$ cat config.mk
export PLATFORM = sky130hd
export DESIGN_NAME = svc_status_core
export DESIGN_NICKNAME = d
export VERILOG_FILES = /design/src/rtl/svc_status_pkg.sv /design/src/rtl/svc_enable_reg.sv /design/src/rtl/svc_summary.sv /design/src/rtl/svc_request_flag.sv /design/src/rtl/svc_read_port.sv /design/src/rtl/svc_status_core.sv
export SDC_FILE = /design/constraint.sdc
export NUM_CORES = 1
export LEC_CHECK = 0
export CORE_MARGIN = 5
export CORE_UTILIZATION = 40
export CTS_CLUSTER_SIZE = 24
export DETAILED_ROUTE_END_ITERATION = 12
export DONT_BUFFER_PORTS = 1
export GPL_ROUTABILITY_DRIVEN = 0
export HOLD_SLACK_MARGIN = 0.03
export PLACE_DENSITY = 0.54
export SLEW_MARGIN = 5
export SYNTH_ARGS = -nofsm -noshare
export SYNTH_HDL_FRONTEND = slang
export SYNTH_SLANG_ARGS = --single-unit
$ cat constraint.sdc
create_clock -name clk -period 1 [get_ports clk]
set_input_delay 0.2 -clock clk [delete_from_list [all_inputs] [get_ports clk]]
set_output_delay 0.2 -clock clk [all_outputs]
set_load 0.01 [all_outputs]
$ cat src/rtl/svc_status_pkg.sv
package svc_status_pkg;

   localparam int SB_W     = 8;
   localparam int POS_SVC  = 6;
   localparam int POS_RSVD = 1;

   typedef enum logic [1:0] {
      RK_NONE = 2'd0,
      RK_MASK = 2'd1,
      RK_STAT = 2'd2,
      RK_POLL = 2'd3
   } rd_kind_t;

endpackage

$ cat src/rtl/svc_enable_reg.sv
module svc_enable_reg #(
   parameter int W        = 8,
   parameter int MSS_POS  = 6,
   parameter int RSVD_POS = 1
) (
   input  logic         clk,
   input  logic         rst,
   input  logic         we,
   input  logic [W-1:0] wdata,
   output logic [W-1:0] mask
);

   function automatic logic [W-1:0] keep_bits();
      logic [W-1:0] k;
      for (int i = 0; i < W; i++) begin
         k[i] = (i != MSS_POS) && (i != RSVD_POS);
      end
      return k;
   endfunction

   localparam logic [W-1:0] KEEP = keep_bits();

   if (MSS_POS < 0 || MSS_POS >= W || RSVD_POS < 0 || RSVD_POS >= W
       || MSS_POS == RSVD_POS) begin : g_bad_pos
      $error("svc_enable_reg: bad reserved bit positions");
   end

   logic [W-1:0] mask_q;

   always_ff @(posedge clk) begin
      if (rst)     mask_q <= '0;
      else if (we) mask_q <= wdata & KEEP;
   end

   assign mask = mask_q;

   // without a write the mask does not move
   p_mask_hold_r7: assert property (@(posedge clk) disable iff (rst)
      !we |=> $stable(mask));

endmodule

$ cat src/rtl/svc_summary.sv
module svc_summary #(
   parameter int W        = 8,
   parameter int MSS_POS  = 6,
   parameter int RSVD_POS = 1,
   localparam int NS      = W - 2
) (
   input  logic          clk,
   input  logic          rst,
   input  logic [NS-1:0] sum_in,
   input  logic [W-1:0]  mask,
   output logic [W-1:0]  stat_bits,
   output logic          mss
);

   logic [W-1:0] hit;

   for (genvar b = 0; b < W; b++) begin : g_bit
      if (b == MSS_POS || b == RSVD_POS) begin : g_gap
         assign stat_bits[b] = 1'b0;
      end else begin : g_line
         localparam int IDX = b - ((b > RSVD_POS) ? 1 : 0) - ((b > MSS_POS) ? 1 : 0);
         assign stat_bits[b] = sum_in[IDX];
      end
      assign hit[b] = stat_bits[b] & mask[b] & (b != MSS_POS);
   end

   assign mss = |hit;

   // an all-zero mask can never raise the master summary
   p_mss_masked_r3: assert property (@(posedge clk) disable iff (rst)
      (mask == '0) |-> !mss);

   // the unused bit stays clear whatever the lines do
   p_gap_clear_r1: assert property (@(posedge clk) disable iff (rst)
      !stat_bits[RSVD_POS] && !stat_bits[MSS_POS]);

endmodule

$ cat src/rtl/svc_request_flag.sv
module svc_request_flag #(
   parameter bit SET_WINS = 1'b1
) (
   input  logic clk,
   input  logic rst,
   input  logic mss,
   input  logic clr,
   output logic flag
);

   logic mss_q;
   logic flag_q;
   logic flag_d;
   logic rise;

   assign rise = mss & ~mss_q;

   if (SET_WINS) begin : g_set_wins
      assign flag_d = rise | (flag_q & ~clr);
   end else begin : g_clr_wins
      assign flag_d = (rise | flag_q) & ~clr;
   end

   always_ff @(posedge clk) begin
      if (rst) begin
         mss_q  <= 1'b0;
         flag_q <= 1'b0;
      end else begin
         mss_q  <= mss;
         flag_q <= flag_d;
      end
   end

   assign flag = flag_q;

   // only a poll can take the flag down
   p_flag_hold_r6: assert property (@(posedge clk) disable iff (rst)
      (flag && !clr) |=> flag);

   // a summary rise always leaves the flag set in the set-wins variant
   if (SET_WINS) begin : g_rise_chk
      p_rise_sets_r4: assert property (@(posedge clk) disable iff (rst)
         (mss && !mss_q) |=> flag);
   end

endmodule

$ cat src/rtl/svc_read_port.sv
module svc_read_port
   import svc_status_pkg::*;
#(
   parameter int W       = 8,
   parameter int MSS_POS = 6
) (
   input  logic         clk,
   input  logic         rst,
   input  logic         rd_mask,
   input  logic         rd_stat,
   input  logic         rd_poll,
   input  logic [W-1:0] mask,
   input  logic [W-1:0] stat_bits,
   input  logic         mss,
   input  logic         flag,
   output logic [W-1:0] rd_data,
   output logic         rd_valid
);

   rd_kind_t     kind;
   logic [W-1:0] data_d;
   logic [W-1:0] data_q;
   logic         vld_q;

   always_comb begin
      if (rd_poll)      kind = RK_POLL;
      else if (rd_stat) kind = RK_STAT;
      else if (rd_mask) kind = RK_MASK;
      else              kind = RK_NONE;
   end

   always_comb begin
      data_d = '0;
      case (kind)
         RK_POLL: begin
            data_d          = stat_bits;
            data_d[MSS_POS] = flag;
         end
         RK_STAT: begin
            data_d          = stat_bits;
            data_d[MSS_POS] = mss;
         end
         RK_MASK: data_d = mask;
         default: data_d = '0;
      endcase
   end

   always_ff @(posedge clk) begin
      if (rst) begin
         data_q <= '0;
         vld_q  <= 1'b0;
      end else begin
         data_q <= data_d;
         vld_q  <= (kind != RK_NONE);
      end
   end

   assign rd_data  = data_q;
   assign rd_valid = vld_q;

   // every strobe produces a valid pulse one cycle later
   p_valid_after_strobe_r8: assert property (@(posedge clk) disable iff (rst)
      (rd_mask || rd_stat || rd_poll) |=> rd_valid);

   // idle cycles give an empty, invalid read bus
   p_idle_quiet_r8: assert property (@(posedge clk) disable iff (rst)
      !(rd_mask || rd_stat || rd_poll) |=> (!rd_valid && rd_data == '0));

endmodule

$ cat src/rtl/svc_status_core.sv
module svc_status_core #(
   parameter int DATA_W        = svc_status_pkg::SB_W,
   parameter int MSS_POS       = svc_status_pkg::POS_SVC,
   parameter int RSVD_POS      = svc_status_pkg::POS_RSVD,
   parameter bit POLL_SET_WINS = 1'b1
) (
   input  logic              clk,
   input  logic              rst,
   input  logic              sum_meas,
   input  logic              sum_err,
   input  logic              sum_ques,
   input  logic              sum_msg,
   input  logic              sum_evt,
   input  logic              sum_oper,
   input  logic              en_we,
   input  logic [DATA_W-1:0] en_wdata,
   input  logic              en_rd,
   input  logic              stat_rd,
   input  logic              poll_rd,
   output logic [DATA_W-1:0] rd_data,
   output logic              rd_valid,
   output logic              srq
);

   localparam int NS = DATA_W - 2;

   if (NS != 6) begin : g_bad_width
      $error("svc_status_core: six summary lines need an eight-bit byte");
   end

   logic [NS-1:0]     sum_vec;
   logic [DATA_W-1:0] mask;
   logic [DATA_W-1:0] stat_bits;
   logic              mss;
   logic              flag;

   assign sum_vec = {sum_oper, sum_evt, sum_msg, sum_ques, sum_err, sum_meas};

   svc_enable_reg #(.W(DATA_W), .MSS_POS(MSS_POS), .RSVD_POS(RSVD_POS)) u_mask (
      .clk(clk), .rst(rst), .we(en_we), .wdata(en_wdata), .mask(mask));

   svc_summary #(.W(DATA_W), .MSS_POS(MSS_POS), .RSVD_POS(RSVD_POS)) u_sum (
      .clk(clk), .rst(rst), .sum_in(sum_vec), .mask(mask),
      .stat_bits(stat_bits), .mss(mss));

   svc_request_flag #(.SET_WINS(POLL_SET_WINS)) u_flag (
      .clk(clk), .rst(rst), .mss(mss), .clr(poll_rd), .flag(flag));

   svc_read_port #(.W(DATA_W), .MSS_POS(MSS_POS)) u_rd (
      .clk(clk), .rst(rst), .rd_mask(en_rd), .rd_stat(stat_rd), .rd_poll(poll_rd),
      .mask(mask), .stat_bits(stat_bits), .mss(mss), .flag(flag),
      .rd_data(rd_data), .rd_valid(rd_valid));

   assign srq = flag;

   // the request line can only rise after a cycle with the summary high
   p_srq_cause_r5: assert property (@(posedge clk) disable iff (rst)
      $rose(srq) |-> $past(mss));

endmodule

# Yosys cells after proc, flatten, opt, wreduce, memory -nomap -nowiden
# Index checks and enable logic that the tools add are counted.
op_classes:
  n_eq_ne: 3
  div: 0
  add_sub_neg: 0
  muxes: 4
  shifts: 0
  multipliers: 0
  reduce_logical: 2
  n_lt_le_gt_ge: 0
  bitwise: 11
op_table:
  columns: ["operator", "count"]
  rows:
  - ["$pmux W8 S3", 1]
  - ["$and A1 B1 Y1", 8]
  - ["$reduce_or A6 Y1", 1]
  - ["$eq A2 B2 Y1 const B", 2]
  - ["$mux W2", 2]
  - ["$eq A2 B1 Y1 const B", 1]
  - ["$not A1 Y1", 2]
  - ["$reduce_bool A2 Y1", 1]
  - ["$mux W1", 1]
  - ["$or A1 B1 Y1", 1]
totals:
  reg_bits: 17
  rom_bits: 0
  ramBits: 0
  latchBits: 0
  n_memories: 0
  out_inout_bits: 10

# Logic depth before layout (Yosys ltp)
# Gate-level depths: netlist of run 1.
depth:
  word_depth: 5
  ltp_mapped: 3

# Modules after synthesis
# Synthesis of run 1 repeated with hierarchy kept, for this count alone.
unflattened:
  hier_cells: 80
  area_unflattened_um2: 799.5
by_module_without_submodules:
  columns: ["mod", "instances", "cells_per_inst", "area_each_um2"]
  rows:
  - ["svc_read_port", 1, 39, 407.9]
  - ["svc_enable_reg", 1, 22, 232.7]
  - ["svc_summary", 1, 13, 91.3]
  - ["svc_request_flag", 1, 6, 67.6]

# Least setup slack after synthesis of run 1
# No wires, ideal clock.
synth_timing:
  path_kind: "reg-to-reg"
  from: "reg u_mask.mask_q[3], in the netlist u_mask.mask[3]"
  to: "reg u_rd.data_q[6], in the netlist u_rd.rd_data[6]"
  path_slack_ns: 0.125
  arrival_time_ns: 0.796
  setup_time_ns: 0.079
  path_stages_with_launch: 4
  path_buffers: 0
  required_ns: 0.921
  path_cell_list: "dfxtp_1 a22oi_1 and3_1 a211oi_2"
synth_between:
  elab_chain_len: 3
synth_lines:
  columns: ["element", "line", "text"]
  rows:
  - ["start, declared", "svc_enable_reg.sv:28", "logic [W-1:0] mask_q;"]
  - ["start signal, assigned", "svc_enable_reg.sv:32", "else if (we) mask_q <= wdata & KEEP;"]
  - ["$and A1 B1 Y1", "svc_summary.sv:24", "assign hit[b] = stat_bits[b] & mask[b] & (b != MSS_POS);"]
  - ["$reduce_or A6 Y1", "svc_summary.sv:27", "assign mss = |hit;"]
  - ["$pmux W8 S3", "svc_read_port.sv:34", "case (kind)"]
  - ["end signal, assigned", "svc_read_port.sv:53", "data_q <= data_d;"]
  - ["end, declared", "svc_read_port.sv:22", "logic [W-1:0] data_q;"]
# Every way passes these cells.
# A chain may end at the register's enable or synchronous reset.

# Worst setup path after layout of run 1
layout_timing:
  from: "reg u_mask.mask_q[3], in the netlist u_mask.mask[3]"
  to: "reg u_flag.flag_q, in the netlist u_flag.flag"
layout_between:
  elab_chain_len: 4
layout_lines:
  columns: ["element", "line", "text"]
  rows:
  - ["$and A1 B1 Y1", "svc_summary.sv:24", null]
  - ["$reduce_or A6 Y1", "svc_summary.sv:27", null]
  - ["$and A1 B1 Y1", "svc_request_flag.sv:16", "assign rise = mss & ~mss_q;"]
  - ["$or A1 B1 Y1", "svc_request_flag.sv:19", "assign flag_d = rise | (flag_q & ~clr);"]
  - ["end signal, assigned", "svc_request_flag.sv:30", "flag_q <= flag_d;"]
  - ["end, declared", "svc_request_flag.sv:12", "logic flag_q;"]
# Every way passes these cells.

==> results.md, run 1 <==
* Fin Hold WS at -0.02934 ns
* Post-synthesis register bit count at 16
* Clk buf depth at 2
* Most frequent cells in the layout: dfxtp_1, nor2_1, mux2i_1
* GRT Total Usage at 0.1186
* Final setup vio count at 0
* Crit-path max cell delay at 0.34 ns
* Synthesized instance count at 65
* DRC viols at 0
* Final Hold Vio Count at 14
* Die area at 2447 sq um
* Post-DP HPWL at 957.5 um
* Maximum VDD drop at 0.7649 mV
* Die X at 49.47 um
* Port Buf Inserts at 0
* Commonest non-fill, non-tap cell in the layout: dfxtp_1
* Area occupied by multi-input gates at 274.0 sq um
* Seq/Total Area, Yosys at 0.5141
* Worst Clk Skew at 0.001946 ns
* Clock slew at reported path FFs at 0.09 ns
* First-pass GRT wire length at 2.194 mm
* Synthesized area at 623.1 sq um
* Top cells by area, synth: dfxtp_1, mux2i_1, a21oi_1
* RSZ-0062 raised after global routing: false
* Crit path cell chain: a22oi_1 -> and3_4 -> o32ai_2
* Die Span Y at 49.47 um
* Routed vias/inst at 5.512
* CP bufs+invs at 0
* Layout cells sized above 1 at 0.2206
* Synth area leader: dfxtp_1
* WL final at 1.303 mm
* Crit path max-delay cell type: dfxtp_2
* Synthesis-to-layout area growth at 11.65%
* Failing checks: negative hold slack
* CP Launch Type: flop
* Delay-heaviest family, CP: flip-flops
* Filler cells at 141
* Worst path required time at 1.17 ns
* CP arrival at 1.10 ns
* Core area at 1489 sq um
* Starting Density at 0.4185
* Avg Inst Size Synth at 9.586 sq um
* CP Max Fanout at 3
* Critical Path End Type: flop
* Initial antenna violation count at 0
* Cell Rows at 14
* Final Max Tran Viols at 0
* Synth Warn # at 0
* Max H-tree Level at 1
* Syn Nets at 85
* Min Tclk post-route at 0.9238 ns
* Root buf cell: clkbuf_4
* Post-synth top area share at 0.5141
* PwrDens at 1773 nW/um^2
* Status: finished with violations
* Fmax at 1083 MHz
* Register area at 326.6 sq um
* Hold WC Path Type: in2reg
* 1st-iter DRT viols at 6
* Gr ovfl total at 0
* DRT Pass-1 Iters at 4
* Clock tree from TritonCTS: done
* Post-CTS Setup Inserts at 0
* Total CTS buffers at 3
* Sink Count at 16
* Final #Nets at 89
* Vias in the first global route at 461
* Largest net degree at the start of global routing at 18
* Post-route ant nets at 0
* Final TNS setup at 0 ns
* Via Count at 463
* WL/cell at 15.51 um
* Hold-fix buffer count after cts at 2
* Max Cap Viol at 0
* Period utilization at 0.9238
* Worst Setup Path Type: reg2reg
* IO Pins at 30
* Diode count at 0
* Netlist cell types at 17
* PnR Total Power at 1.233 mW
* Clk Latency, worst-skew pair at 0.28 ns
* Leakage Power at 0.2732 nW
## registers in the layout (all words and copies together), names as in the netlist
signal         flops
u_rd.rd_valid      1
u_rd.rd_data       7
u_mask.mask        6
u_flag.flag        1
u_flag.mss_q       1
## synthesized netlist by cell type, drive strengths merged
| master | number |
|---|---|
| a211oi | 1 |
| buf | 5 |
| a21oi | 6 |
| and3 | 1 |
| o32ai | 1 |
| conb | 1 |
| a22oi | 3 |
| o21ai | 6 |
| nand3 | 6 |
| dfxtp | 16 |
| nand2b | 1 |
| nor2 | 9 |
| inv | 1 |
| mux2i | 7 |
| nor3 | 1 |
## power by group
group          internal [mW]  total, mW  switching [mW]  leakage [nW]
clock network          0.222      0.416           0.194        0.0210
registers              0.683      0.718          0.0350         0.134
logic                 0.0611      0.100          0.0393         0.118
total                  0.965       1.23           0.268         0.273
## layout make-up
cell class | instances | share of cell area
clock buffers | 4 | 0.05216
inverters | 1 | 0.005396
multi-input cells | 43 | 0.3939
flip-flops and latches | 16 | 0.4694
well taps | 16 | 0.02878
repair buffers | 4 | 0.05036
## worst reg2reg max path, delay by kind of cell, from the launching register on
family	cells	cell delay (ns)
DFF	1	0.34
AOI/OAI and AO/OA	2	0.25
and+or+nand+nor	1	0.23
## per-layer routing
layer | track usage | wire, um | up-vias
li1 | - | - | 234
met1 | 0.1494 | 567 | 208
met2 | 0.1631 | 612 | 19
met3 | 0.04819 | 109 | 2
met4 | 0.07860 | 13 | 0
met5 | 0 | 0 | -
## stage by stage
step | instances | instance area [sq um] | util | worst slack, ns
4_1_cts | 84 | 684.4 | 0.4597 | 0.02460
6_report | 84 | 695.7 | 0.4672 | 0.07622
3_5_place_dp | 78 | 628.1 | 0.4218 | 0.05442
2_1_floorplan | 65 | 623.1 | - | 0.1246
5_1_grt | 84 | 695.7 | 0.4672 | 0.02170
3_3_place_gp | 78 | 628.1 | 0.4218 | 0.04731
## path summary, 6_finish.rpt
| check | start | end | slack (ns) | cells after the start |
|---|---|---|---|---|
| max reg2reg | u_mask.mask[3] | u_flag.flag | 0.08 | 3 |
| max | u_mask.mask[3] | u_flag.flag | 0.08 | 3 |
| min reg2reg | u_flag.mss_q | u_flag.flag | 0.46 | 1 |
| min | rst | u_mask.mask[4] | -0.03 | 1 |
## repair_timing
item,CTS,global route
hold endpoints to repair,16,15
endpoints found under the setup margin,0,2
resized for setup,0,7
## kinds of logic (layout without fill, tap and decap cells)
logic type | Yosys count | in the layout | synth area share
AOI/OAI and AO/OA | 17 | 17 | 0.1787
buffers and inverters | 6 | 9 | 0.05420
DFF | 16 | 16 | 0.5141
muxes | 7 | 7 | 0.1125
other | 1 | 1 | 0.006018
and+or+nand+nor | 18 | 18 | 0.1346
Note: power is estimated with default switching activity, not from simulation.
==> run 2: changes to the inputs <==
--- a/config.mk
+++ b/config.mk
@@ -7,6 +7,7 @@
 export LEC_CHECK = 0
 export CORE_MARGIN = 5
 export CORE_UTILIZATION = 40
+export CTS_BUF_LIST = sky130_fd_sc_hd__clkbuf_8
 export CTS_CLUSTER_SIZE = 24
 export DETAILED_ROUTE_END_ITERATION = 12
 export DONT_BUFFER_PORTS = 1
==> run 2 against run 1 <==
The run now ends clean. Global-route usage fell by 0.43 points. Setup slack improved by 0.0076 ns. First-iteration DRC count rose by 33%. Via count fell by 4.5%. Sequential share of layout area fell by 0.58 points. Utilization rose by 0.59 points. Final area rose by 1.3%. Clock-buffer cell count did not move. Non-clock buffer count fell by 1. Cell count fell by 1.2%. Flip-flop and latch count did not move. Routed wire length fell by 2.6%. Largest power group unchanged.
==> results.md, run 2 (synthesis results as in run 1) <==
* Critical Path End Type: flop
* Crit-path max cell delay at 0.33 ns
* Leakage Power at 0.2768 nW
* CP arrival at 1.05 ns
* Status: complete, no violations
* Clock tree from TritonCTS: done
* Delay-heaviest family, CP: flip-flops
* Vias in the first global route at 453
* R2R Setup Slk at 0.08 ns
* Largest net degree at the start of global routing at 18
* Util after Layout at 0.4731
* Final Hold Vio Count at 0
* Clk Latency, worst-skew pair at 0.24 ns
* Core area at 1489 sq um
* Synthesis-to-layout area growth at 13.05%
* CP Max Fanout at 3
* Fmax at 1092 MHz
* Max H-tree Level at 1
* GR Util met2 at 0.1652
* Max Cap Viol at 0
* Worst path required time at 1.13 ns
* DRT Pass-1 Iters at 4
* Final #Nets at 88
* Max reg flops at 7
* Clock slew at reported path FFs at 0.06 ns
* Gr busiest metal: met2
* Hold WC Path Type: in2reg
* Final Cell Area at 704.4 sq um
* Die area at 2447 sq um
* Cell Rows at 14
* Crit path cell chain: a22oi_1 -> and3_4 -> o32ai_2
* Starting Density at 0.4185
* WL final at 1.269 mm
* WL/cell at 15.29 um
* Gr ovfl total at 0
* Routed vias/inst at 5.325
* Worst Setup Path Type: reg2reg
* Port Buf Inserts at 0
* Post-DP HPWL at 957.5 um
* Root buf cell: clkbuf_8
* PwrDens at 1946 nW/um^2
* CP Launch Type: flop
* Post-route ant nets at 0
* Filler cells at 143
* Met1 Usage GRT at 0.1421
* Period utilization at 0.9162
* Fin Hold WS at 0.01510 ns
* Most frequent cells in the layout: dfxtp_1, nor2_1, mux2i_1
* Die Span Y at 49.47 um
* Final TNS setup at 0 ns
* Commonest non-fill, non-tap cell in the layout: dfxtp_1
* GRT Total Usage at 0.1142
* Crit path max-delay cell type: dfxtp_2
* Clk buf depth at 2
* RSZ-0062 raised after global routing: false
* Die X at 49.47 um
* Area after DPL at 628.1 sq um
* Initial antenna violation count at 0
* Total CTS buffers at 3
* Final Max Tran Viols at 0
* Reg2reg path depth at 3
* DRC viols at 0
* Met3 Track Usage GR at 0.04518
* Pre-CTS setup slack at 0.05442 ns
* Register area at 326.6 sq um
* Maximum VDD drop at 0.9777 mV
* Hold Startpoint: rst
* Area occupied by multi-input gates at 274.0 sq um
* CP bufs+invs at 0
* IO Pins at 30
* Cells on Worst Hold Path at 1
* Min Tclk post-route at 0.9162 ns
* Worst Clk Skew at 0.002747 ns
* Worst hold endpoint: u_rd.rd_data[6]
* Sink Count at 16
* Via Count at 442
* First-pass GRT wire length at 2.152 mm
* R2R Path End: u_flag.flag
* Layout cells sized above 1 at 0.2239
* 1st-iter DRT viols at 8
* Post-layout worst setup margin at 0.08384 ns
* Diode count at 0
* Hold-fix buffer count after cts at 1
* Worst R2R Start: u_mask.mask[3]
* Final setup vio count at 0
* Post-CTS Setup Inserts at 0
==> run 2: cell count changes in the layout (fill, tap and decap cells not counted), sizes merged <==
cell	change
dlygate4sd3	-1
==> run 2: layout make-up <==
type                       instances  share of cell area
sequential                        16              0.4636
multi-input combinational         43              0.3890
inverter                           1            0.005329
tap                               16             0.02842
timing repair buffer               3             0.03552
clock buffer                       4             0.07815
==> run 2: what timing repair did <==
action                                 in CTS  in global routing
gates resized for setup                     0                  7
endpoints found under the hold margin      15                 14
setup endpoints to repair                   0                  2
==> run 2: per-layer routing <==
metal / wire length [um] / vias to the layer above
met5: 0 / -
met4: 12 / 0
met3: 110 / 2
met2: 612 / 13
met1: 534 / 194
li1: - / 233
==> run 2: how the worst max path moves through the flow <==
| stage | startpoint | end | slack [ns] | cells after the start |
|---|---|---|---|---|
| 3_5_place_dp | u_mask.mask[3] | u_flag.flag | 0.05 | 3 |
| 2_1_floorplan | u_mask.mask[3] | u_rd.rd_data[6] | 0.12 | 3 |
| 6_report | u_mask.mask[3] | u_flag.flag | 0.08 | 3 |
| 3_3_place_gp | u_mask.mask[0] | u_flag.flag | 0.05 | 3 |
| 4_1_cts | u_mask.mask[3] | u_flag.flag | 0.03 | 3 |
| 5_1_grt | u_mask.mask[4] | u_flag.flag | 0.02 | 3 |
==> run 2: stage by stage <==
| step | std cells | power, mW |
|---|---|---|
| floorplan | 65 | 0.8213 |
| global route | 83 | 1.444 |
| CTS | 83 | 1.385 |
| finish | 83 | 1.371 |
| detailed placement | 78 | 0.8192 |
| global placement | 78 | 0.8170 |
==> run 2: where the power goes <==
part / switching [mW] / leakage, nW / internal, mW
sequential: 0.0348 / 0.134 / 0.684
clock: 0.207 / 0.0288 / 0.349
combinational: 0.0383 / 0.114 / 0.0585
==> run 2: worst register-to-register path: cells and delay by family (launching register included) <==
family | cells | cell delay [ns]
AND/OR/NAND/NOR | 1 | 0.23
AO/OA/AOI/OAI | 2 | 0.25
flip-flops | 1 | 0.33
